`config.mk`:
```
export PLATFORM = sky130hd
export DESIGN_NAME = interval_timer
export DESIGN_NICKNAME = d
export VERILOG_FILES = /design/src/rtl/ivt_pkg.sv /design/src/rtl/ivt_decode.sv /design/src/rtl/ivt_counter.sv /design/src/rtl/ivt_regs.sv /design/src/rtl/interval_timer.sv
export SDC_FILE = /design/constraint.sdc
export NUM_CORES = 1
export LEC_CHECK = 0
export ABC_AREA = 1
export CAP_MARGIN = 15
export CORE_MARGIN = 1
export CORE_UTILIZATION = 47
export CTS_BUF_LIST = sky130_fd_sc_hd__clkbuf_16
export DETAILED_ROUTE_END_ITERATION = 10
export PLACE_DENSITY = 0.69
export SLEW_MARGIN = 20
export SYNTH_ARGS = -nofsm -noshare
export SYNTH_HDL_FRONTEND = slang
export SYNTH_SLANG_ARGS = --single-unit
```
`constraint.sdc`:
```
create_clock -name clk -period 2.23 [get_ports clk]
set_input_delay 0.3345 -clock clk [delete_from_list [all_inputs] [get_ports clk]]
set_output_delay 0.3345 -clock clk [all_outputs]
set_load 0.02 [all_outputs]
```
`src/rtl/ivt_pkg.sv`:
```
package ivt_pkg;

    // word indices of the register file
    localparam int IDX_STATUS  = 0;
    localparam int IDX_CTRL    = 1;
    localparam int IDX_PER_LO  = 2;
    localparam int IDX_PER_HI  = 3;
    localparam int IDX_SNAP_LO = 4;
    localparam int IDX_SNAP_HI = 5;

    // control and status bit positions
    localparam int BIT_IE    = 0;
    localparam int BIT_CONT  = 1;
    localparam int BIT_START = 2;
    localparam int BIT_STOP  = 3;
    localparam int BIT_TO    = 0;
    localparam int BIT_RUN   = 1;
    localparam int CTL_BITS  = 4;

    typedef enum logic [2:0] {
        SEL_STATUS  = 3'd0,
        SEL_CTRL    = 3'd1,
        SEL_PER_LO  = 3'd2,
        SEL_PER_HI  = 3'd3,
        SEL_SNAP_LO = 3'd4,
        SEL_SNAP_HI = 3'd5,
        SEL_NONE    = 3'd7
    } reg_sel_e;

    // one decoded bus write
    typedef struct packed {
        logic wr_status;
        logic wr_ctrl;
        logic wr_per_lo;
        logic wr_per_hi;
        logic wr_snap;
        logic ie;
        logic cont;
        logic start;
        logic stop;
    } bus_cmd_t;

    // control state of the timer
    typedef struct packed {
        logic to;
        logic run;
        logic ie;
        logic cont;
    } ctl_state_t;

    function automatic reg_sel_e decode_sel(input int unsigned idx);
        case (idx)
            IDX_STATUS:  return SEL_STATUS;
            IDX_CTRL:    return SEL_CTRL;
            IDX_PER_LO:  return SEL_PER_LO;
            IDX_PER_HI:  return SEL_PER_HI;
            IDX_SNAP_LO: return SEL_SNAP_LO;
            IDX_SNAP_HI: return SEL_SNAP_HI;
            default:     return SEL_NONE;
        endcase
    endfunction

endpackage

```
`src/rtl/ivt_decode.sv`:
```
module ivt_decode
    import ivt_pkg::*;
#(
    parameter int IDX_W = 6
) (
    input  logic [IDX_W-1:0]    word_idx,
    input  logic                bus_wr,
    input  logic [CTL_BITS-1:0] ctl_bits,
    output reg_sel_e            sel,
    output bus_cmd_t            cmd
);

    always_comb begin
        sel           = decode_sel(32'(word_idx));
        cmd.wr_status = bus_wr && (sel == SEL_STATUS);
        cmd.wr_ctrl   = bus_wr && (sel == SEL_CTRL);
        cmd.wr_per_lo = bus_wr && (sel == SEL_PER_LO);
        cmd.wr_per_hi = bus_wr && (sel == SEL_PER_HI);
        cmd.wr_snap   = bus_wr && ((sel == SEL_SNAP_LO) || (sel == SEL_SNAP_HI));
        cmd.ie        = ctl_bits[BIT_IE];
        cmd.cont      = ctl_bits[BIT_CONT];
        cmd.start     = ctl_bits[BIT_START];
        cmd.stop      = ctl_bits[BIT_STOP];
    end

endmodule

```
`src/rtl/ivt_counter.sv`:
```
module ivt_counter #(
    parameter int CNT_W = 32
) (
    input  logic             clk,
    input  logic             rst,
    input  logic             run,
    input  logic             tick,
    input  logic             load,
    input  logic [CNT_W-1:0] load_val,
    input  logic [CNT_W-1:0] reload_val,
    output logic [CNT_W-1:0] count,
    output logic             expire
);

    logic at_zero;

    assign at_zero = (count == '0);
    assign expire  = run && tick && at_zero && !load;

    always_ff @(posedge clk) begin
        if (rst) begin
            count <= '1;
        end else if (load) begin
            count <= load_val;
        end else if (run && tick) begin
            count <= at_zero ? reload_val : count - 1'b1;
        end
    end

endmodule

```
`src/rtl/ivt_regs.sv`:
```
module ivt_regs
    import ivt_pkg::*;
#(
    parameter int HALF_W = 16,
    parameter int DATA_W = 32,
    localparam int CNT_W = 2 * HALF_W
) (
    input  logic              clk,
    input  logic              rst,
    input  reg_sel_e          sel,
    input  bus_cmd_t          cmd,
    input  logic [HALF_W-1:0] wdata,
    input  logic              expire,
    input  logic [CNT_W-1:0]  count,
    output ctl_state_t        st,
    output logic [CNT_W-1:0]  period,
    output logic [CNT_W-1:0]  load_val,
    output logic [DATA_W-1:0] rdata,
    output logic              irq
);

    ctl_state_t        st_d;
    logic [HALF_W-1:0] per_lo_q, per_hi_q, per_lo_d, per_hi_d;
    logic [HALF_W-1:0] snap_lo_q, snap_hi_q;

    always_comb begin
        st_d = st;
        // timeout: clear on status write, expiry wins a collision
        if (cmd.wr_status) st_d.to = 1'b0;
        if (expire)        st_d.to = 1'b1;
        if (expire && !st.cont) st_d.run = 1'b0;
        if (cmd.wr_ctrl) begin
            st_d.ie   = cmd.ie;
            st_d.cont = cmd.cont;
            if (cmd.start && !st.run) st_d.run = 1'b1;
            if (cmd.stop)             st_d.run = 1'b0;
        end
        per_lo_d = cmd.wr_per_lo ? wdata : per_lo_q;
        per_hi_d = cmd.wr_per_hi ? wdata : per_hi_q;
        if (cmd.wr_per_lo || cmd.wr_per_hi) st_d.run = 1'b0;
    end

    always_ff @(posedge clk) begin
        if (rst) begin
            st        <= '0;
            per_lo_q  <= '0;
            per_hi_q  <= '0;
            snap_lo_q <= '0;
            snap_hi_q <= '0;
        end else begin
            st       <= st_d;
            per_lo_q <= per_lo_d;
            per_hi_q <= per_hi_d;
            if (cmd.wr_snap) begin
                snap_lo_q <= count[HALF_W-1:0];
                snap_hi_q <= count[CNT_W-1:HALF_W];
            end
        end
    end

    assign period   = {per_hi_q, per_lo_q};
    assign load_val = {per_hi_d, per_lo_d};
    assign irq      = st.to && st.ie;

    always_comb begin
        rdata = '0;
        case (sel)
            SEL_STATUS: begin
                rdata[BIT_TO]  = st.to;
                rdata[BIT_RUN] = st.run;
            end
            SEL_CTRL: begin
                rdata[BIT_IE]   = st.ie;
                rdata[BIT_CONT] = st.cont;
            end
            SEL_PER_LO:  rdata[HALF_W-1:0] = per_lo_q;
            SEL_PER_HI:  rdata[HALF_W-1:0] = per_hi_q;
            SEL_SNAP_LO: rdata[HALF_W-1:0] = snap_lo_q;
            SEL_SNAP_HI: rdata[HALF_W-1:0] = snap_hi_q;
            default:     rdata = '0;
        endcase
    end

endmodule

```
`src/rtl/interval_timer.sv`:
```
module interval_timer
    import ivt_pkg::*;
#(
    parameter int ADDR_W = 8,
    parameter int DATA_W = 32,
    parameter int HALF_W = 16
) (
    input  logic              clk,
    input  logic              rst,
    input  logic              tick_en,
    input  logic              bus_wr,
    input  logic [ADDR_W-1:0] bus_addr,
    input  logic [DATA_W-1:0] bus_wdata,
    output logic [DATA_W-1:0] bus_rdata,
    output logic              irq
);

    localparam int CNT_W = 2 * HALF_W;
    localparam int IDX_W = ADDR_W - 2;

    reg_sel_e         sel;
    bus_cmd_t         cmd;
    ctl_state_t       st;
    logic             run, to_flag, cont, expire;
    logic [CNT_W-1:0] count, period, load_val;
    logic             unused_bits;

    // byte lane bits and data above the half width carry no meaning
    assign unused_bits = ^{bus_addr[1:0], bus_wdata[DATA_W-1:HALF_W]};

    ivt_decode #(.IDX_W(IDX_W)) u_decode (
        .word_idx (bus_addr[ADDR_W-1:2]),
        .bus_wr   (bus_wr),
        .ctl_bits (bus_wdata[CTL_BITS-1:0]),
        .sel      (sel),
        .cmd      (cmd)
    );

    ivt_regs #(.HALF_W(HALF_W), .DATA_W(DATA_W)) u_regs (
        .clk      (clk),
        .rst      (rst),
        .sel      (sel),
        .cmd      (cmd),
        .wdata    (bus_wdata[HALF_W-1:0]),
        .expire   (expire),
        .count    (count),
        .st       (st),
        .period   (period),
        .load_val (load_val),
        .rdata    (bus_rdata),
        .irq      (irq)
    );

    assign run     = st.run;
    assign to_flag = st.to;
    assign cont    = st.cont;

    ivt_counter #(.CNT_W(CNT_W)) u_counter (
        .clk        (clk),
        .rst        (rst),
        .run        (run),
        .tick       (tick_en),
        .load       (cmd.wr_per_lo || cmd.wr_per_hi),
        .load_val   (load_val),
        .reload_val (period),
        .count      (count),
        .expire     (expire)
    );

endmodule

```
==> impl_metrics.toml <==
[run_status]
status = "finished with violations"
violations = "negative setup slack"

[clocking]
ctsHoldBuffers = 0
clockBufferDepth = 2
cts_root_buf = "clkbuf_16"
clock-sinks = 100
clk_pin_slew_worst_paths_ps = 70
cts_inserted_buffers = 9
clk_latency_ps = 360
cts_tree = "yes"
htreeDepth = 3

[pwr]
seq_power_share_pct = 49.9
switchingPower_w = 0.0009474
total_leakage_power_nw = 4.072
ir_worst_vdd_mv = 0.3198
p_int_w = 0.002669
p_per_area_nw_per_um2 = 439.8
p_comb_share_pct = 6.3
switching_share_pct = 26.20
clockPowerShare_pct = 43.8

[yosys]
synth-compound-area-share_pct = 8.955
ys_ff_latch = 100
synth_top_family_by_area = "simple AND/OR/NAND/NOR gates"
synth-adder-area-share_pct = 0.7753
yosys_warnings = 0
syn_inst = 1096
muxShareOfSynthArea_pct = 0
synth.distinct_cells = 31
post_synth_xor_area_fraction_pct = 0.9498
postSynthAreaPerCell_um2 = 5.890
ys_seq_area_share_pct = 31.01
synth-simple-area-share_pct = 43.92
synth_area_um2 = 6455

[layout]
drive_above_1_share_pct = 15.80
fillCellCount = 1304
fin_area_um2 = 8223
area_delta_synth_final_pct = 27.39
finalNetCount = 1239
final_util_pct = 61.85
diodes = 0

[die]
fp.dieH_um = 119.2
start_util_pct = 48.55
die_area_um2 = 14210
die_x_um = 119.2
fp-row-count = 42
pin_count = 77
coreArea_um2 = 13300

[placed_design]
dp_slack_ps = -977.0
hpwlAfterDp_um = 17590
routabilityCongestion = 0.9947
postPlaceCellArea_um2 = 7590
io_buffers = 42

[routing]
route.detailed.drc = 0
drt_iter0_drc = 943
via_per_inst = 5.367
routed_wl_um = 23360
drt-wirelength-per-cell_um = 17.02
ant_nets = 0
vias = 7364
first_pass_iters = 6

[setup_path]
critPathTopFamily = "simple AND/OR/NAND/NOR gates"
cpPeakStageDelay_ps = 200
crit_type = "in -> out"
path_buf_inv = 4
cpMaxStageDelayCell = "o22ai_4"
crit_chain = "buf_2, nor2_4, nand3_4, ha_4, buf_12, nor2_4, nand2_4, clkbuf_16, o22ai_4, nor2_2, nor2_2, buf_6"
startpoint_type = "input port"
cp-end-kind = "output port"
worstPathRequired_ps = 1900
worstPathArrival_ps = 1920
cp_max_fo = 7

[timing]
hold_violations = 0
max_freq_mhz = 443.9
period_minus_slack_ps = 2253
setup_tns_ps = -66.70
fin_skew_ps = 5.195
fin_ws_ps = -22.78
rsz0062_at_grt = "yes"
final_max_slew_viol_count = 0
finalSetupViolations = 4
layout_worst_path_cycle_share_pct = 101.0

[grt]
track_usage_pct = 33.47
grt_max_degree = 68
antenna_found_initial = 0
grt_overflow = 0
grt_pass1_wl_um = 35580
grt_pass1_vias = 6513

[run]
cap_violations = 0

[min_path]
hp-class = "reg -> reg"
final timing paths:
path,from,end,slack (ps),cells past startpoint
worst max-delay path,bus_addr[4],bus_rdata[13],-20,12
worst min-delay path,u_regs.st[3],u_regs.st[3],510,2
worst max register to register,u_counter.count[0],u_counter.count[17],220,11
worst min register to register,u_regs.st[3],u_regs.st[3],510,2
metrics by stage:
| step | std cells | hold WS (ps) | total power (W) |
|---|---|---|---|
| 3_3_place_gp | 1351 | 486.2 | 0.002061 |
| 3_5_place_dp | 1351 | 492.5 | 0.002062 |
| 2_1_floorplan | 1111 | 453.0 | 0.001979 |
| 4_1_cts | 1370 | 506.9 | 0.003636 |
| 6_report | 1372 | 506.7 | 0.003616 |
| 5_1_grt | 1372 | 517.0 | 0.003728 |
final cells by class:
type                       count  area (um^2)  share of cell area [%]
multi-input combinational    788         3862                   46.97
sequential                   100         2002                   24.35
timing repair buffer         131         1244                   15.12
inverter                     161        606.8                   7.380
clock buffer                   9        225.2                   2.739
tap                          176        220.2                   2.678
clock inverter                 7        62.56                  0.7608
cells in the mapped netlist:
cell type / number / area share [%]
nand4_1: 15 / 1.5
and2_1: 2 / 0.19
nor3_4: 1 / 0.25
nand3_1: 168 / 13
o22ai_1: 14 / 1.4
clkinv_1: 2 / 0.12
nor2_2: 4 / 0.39
nand2_1: 303 / 18
nand2_2: 3 / 0.29
ha_1: 4 / 0.78
nand2_4: 1 / 0.17
buf_2: 16 / 1.2
nand3_2: 1 / 0.16
a21oi_1: 43 / 3.3
buf_6: 1 / 0.17
nor2_1: 143 / 8.3
inv_2: 3 / 0.17
o211ai_1: 2 / 0.23
o21ai_0: 52 / 4.0
nand4_4: 2 / 0.66
clkbuf_1: 28 / 1.6
conb_1: 1 / 0.058
nand3_4: 1 / 0.27
buf_1: 1 / 0.058
dfxtp_1: 100 / 31
nor2_4: 4 / 0.70
nor2_8: 1 / 0.31
inv_1: 156 / 9.1
nand3b_1: 1 / 0.12
xor2_1: 7 / 0.95
buf_4: 16 / 1.9
layout by cell type (no fill, tap or decap), types with 16 or more instances in the layout:
cell	Yosys	final
a21oi_1	43	43
dfxtp_1	100	100
clkdlybuf4s50_1	0	20
nand2_1	303	300
nor2_2	4	22
nand3_1	168	168
conb_1	1	16
o21ai_0	52	52
nor2_1	143	123
buf_4	16	84
inv_1	156	153
power groups by stage:
stage | Sequential [W] | Clock (W) | Combinational, W
finish | 0.00180 | 0.00158 | 0.000229
global route | 0.00180 | 0.00168 | 0.000247
CTS | 0.00180 | 0.00161 | 0.000223
detailed placement | 0.00184 | 0 | 0.000218
global placement | 0.00185 | 0 | 0.000216
floorplan | 0.00184 | 0 | 0.000138
state kept, by name, indices dropped and copies added, names as in the netlist:
signal	count
u_counter.count	32
u_regs.per_hi_q	16
u_regs.per_lo_q	16
u_regs.snap_lo_q	16
u_regs.st	4
u_regs.snap_hi_q	16
logic make-up (layout without fill, tap and decap cells):
| kind of cell | after synthesis | in the layout |
|---|---|---|
| AOI/OAI and AO/OA | 111 | 111 |
| buffers and inverters | 223 | 308 |
| adders and majority gates | 4 | 4 |
| other | 1 | 16 |
| DFF | 100 | 100 |
| and+or+nand+nor | 650 | 650 |
| xor gates and xnor gates | 7 | 7 |
routing by layer:
| metal | part of all wire [%] | wire length (um) | track usage [%] |
|---|---|---|---|
| met5 | 0 | 0 | 0 |
| met4 | 4.2 | 990 | 15.03 |
| met3 | 11 | 2482 | 8.525 |
| met2 | 43 | 10090 | 49.82 |
| met1 | 42 | 9791 | 45.27 |
repair_timing:
| item | in CTS | in global routing |
|---|---|---|
| gates cloned | 1 | 1 |
| endpoints found under the setup margin | 23 | 17 |
| setup buffers | 2 | 1 |
| pin swaps | 10 | 11 |
| gates resized for setup | 139 | 32 |
worst register-to-register path: cells and delay by family, from the launching register on:
family                     cells  cell delay [ps]
adders and majority gates      1              290
DFF                            1              310
AOI/OAI and AO/OA              1              190
and+or+nand+nor                7              790
buffers and inverters          2              380
(Power assumes the default switching activity.)
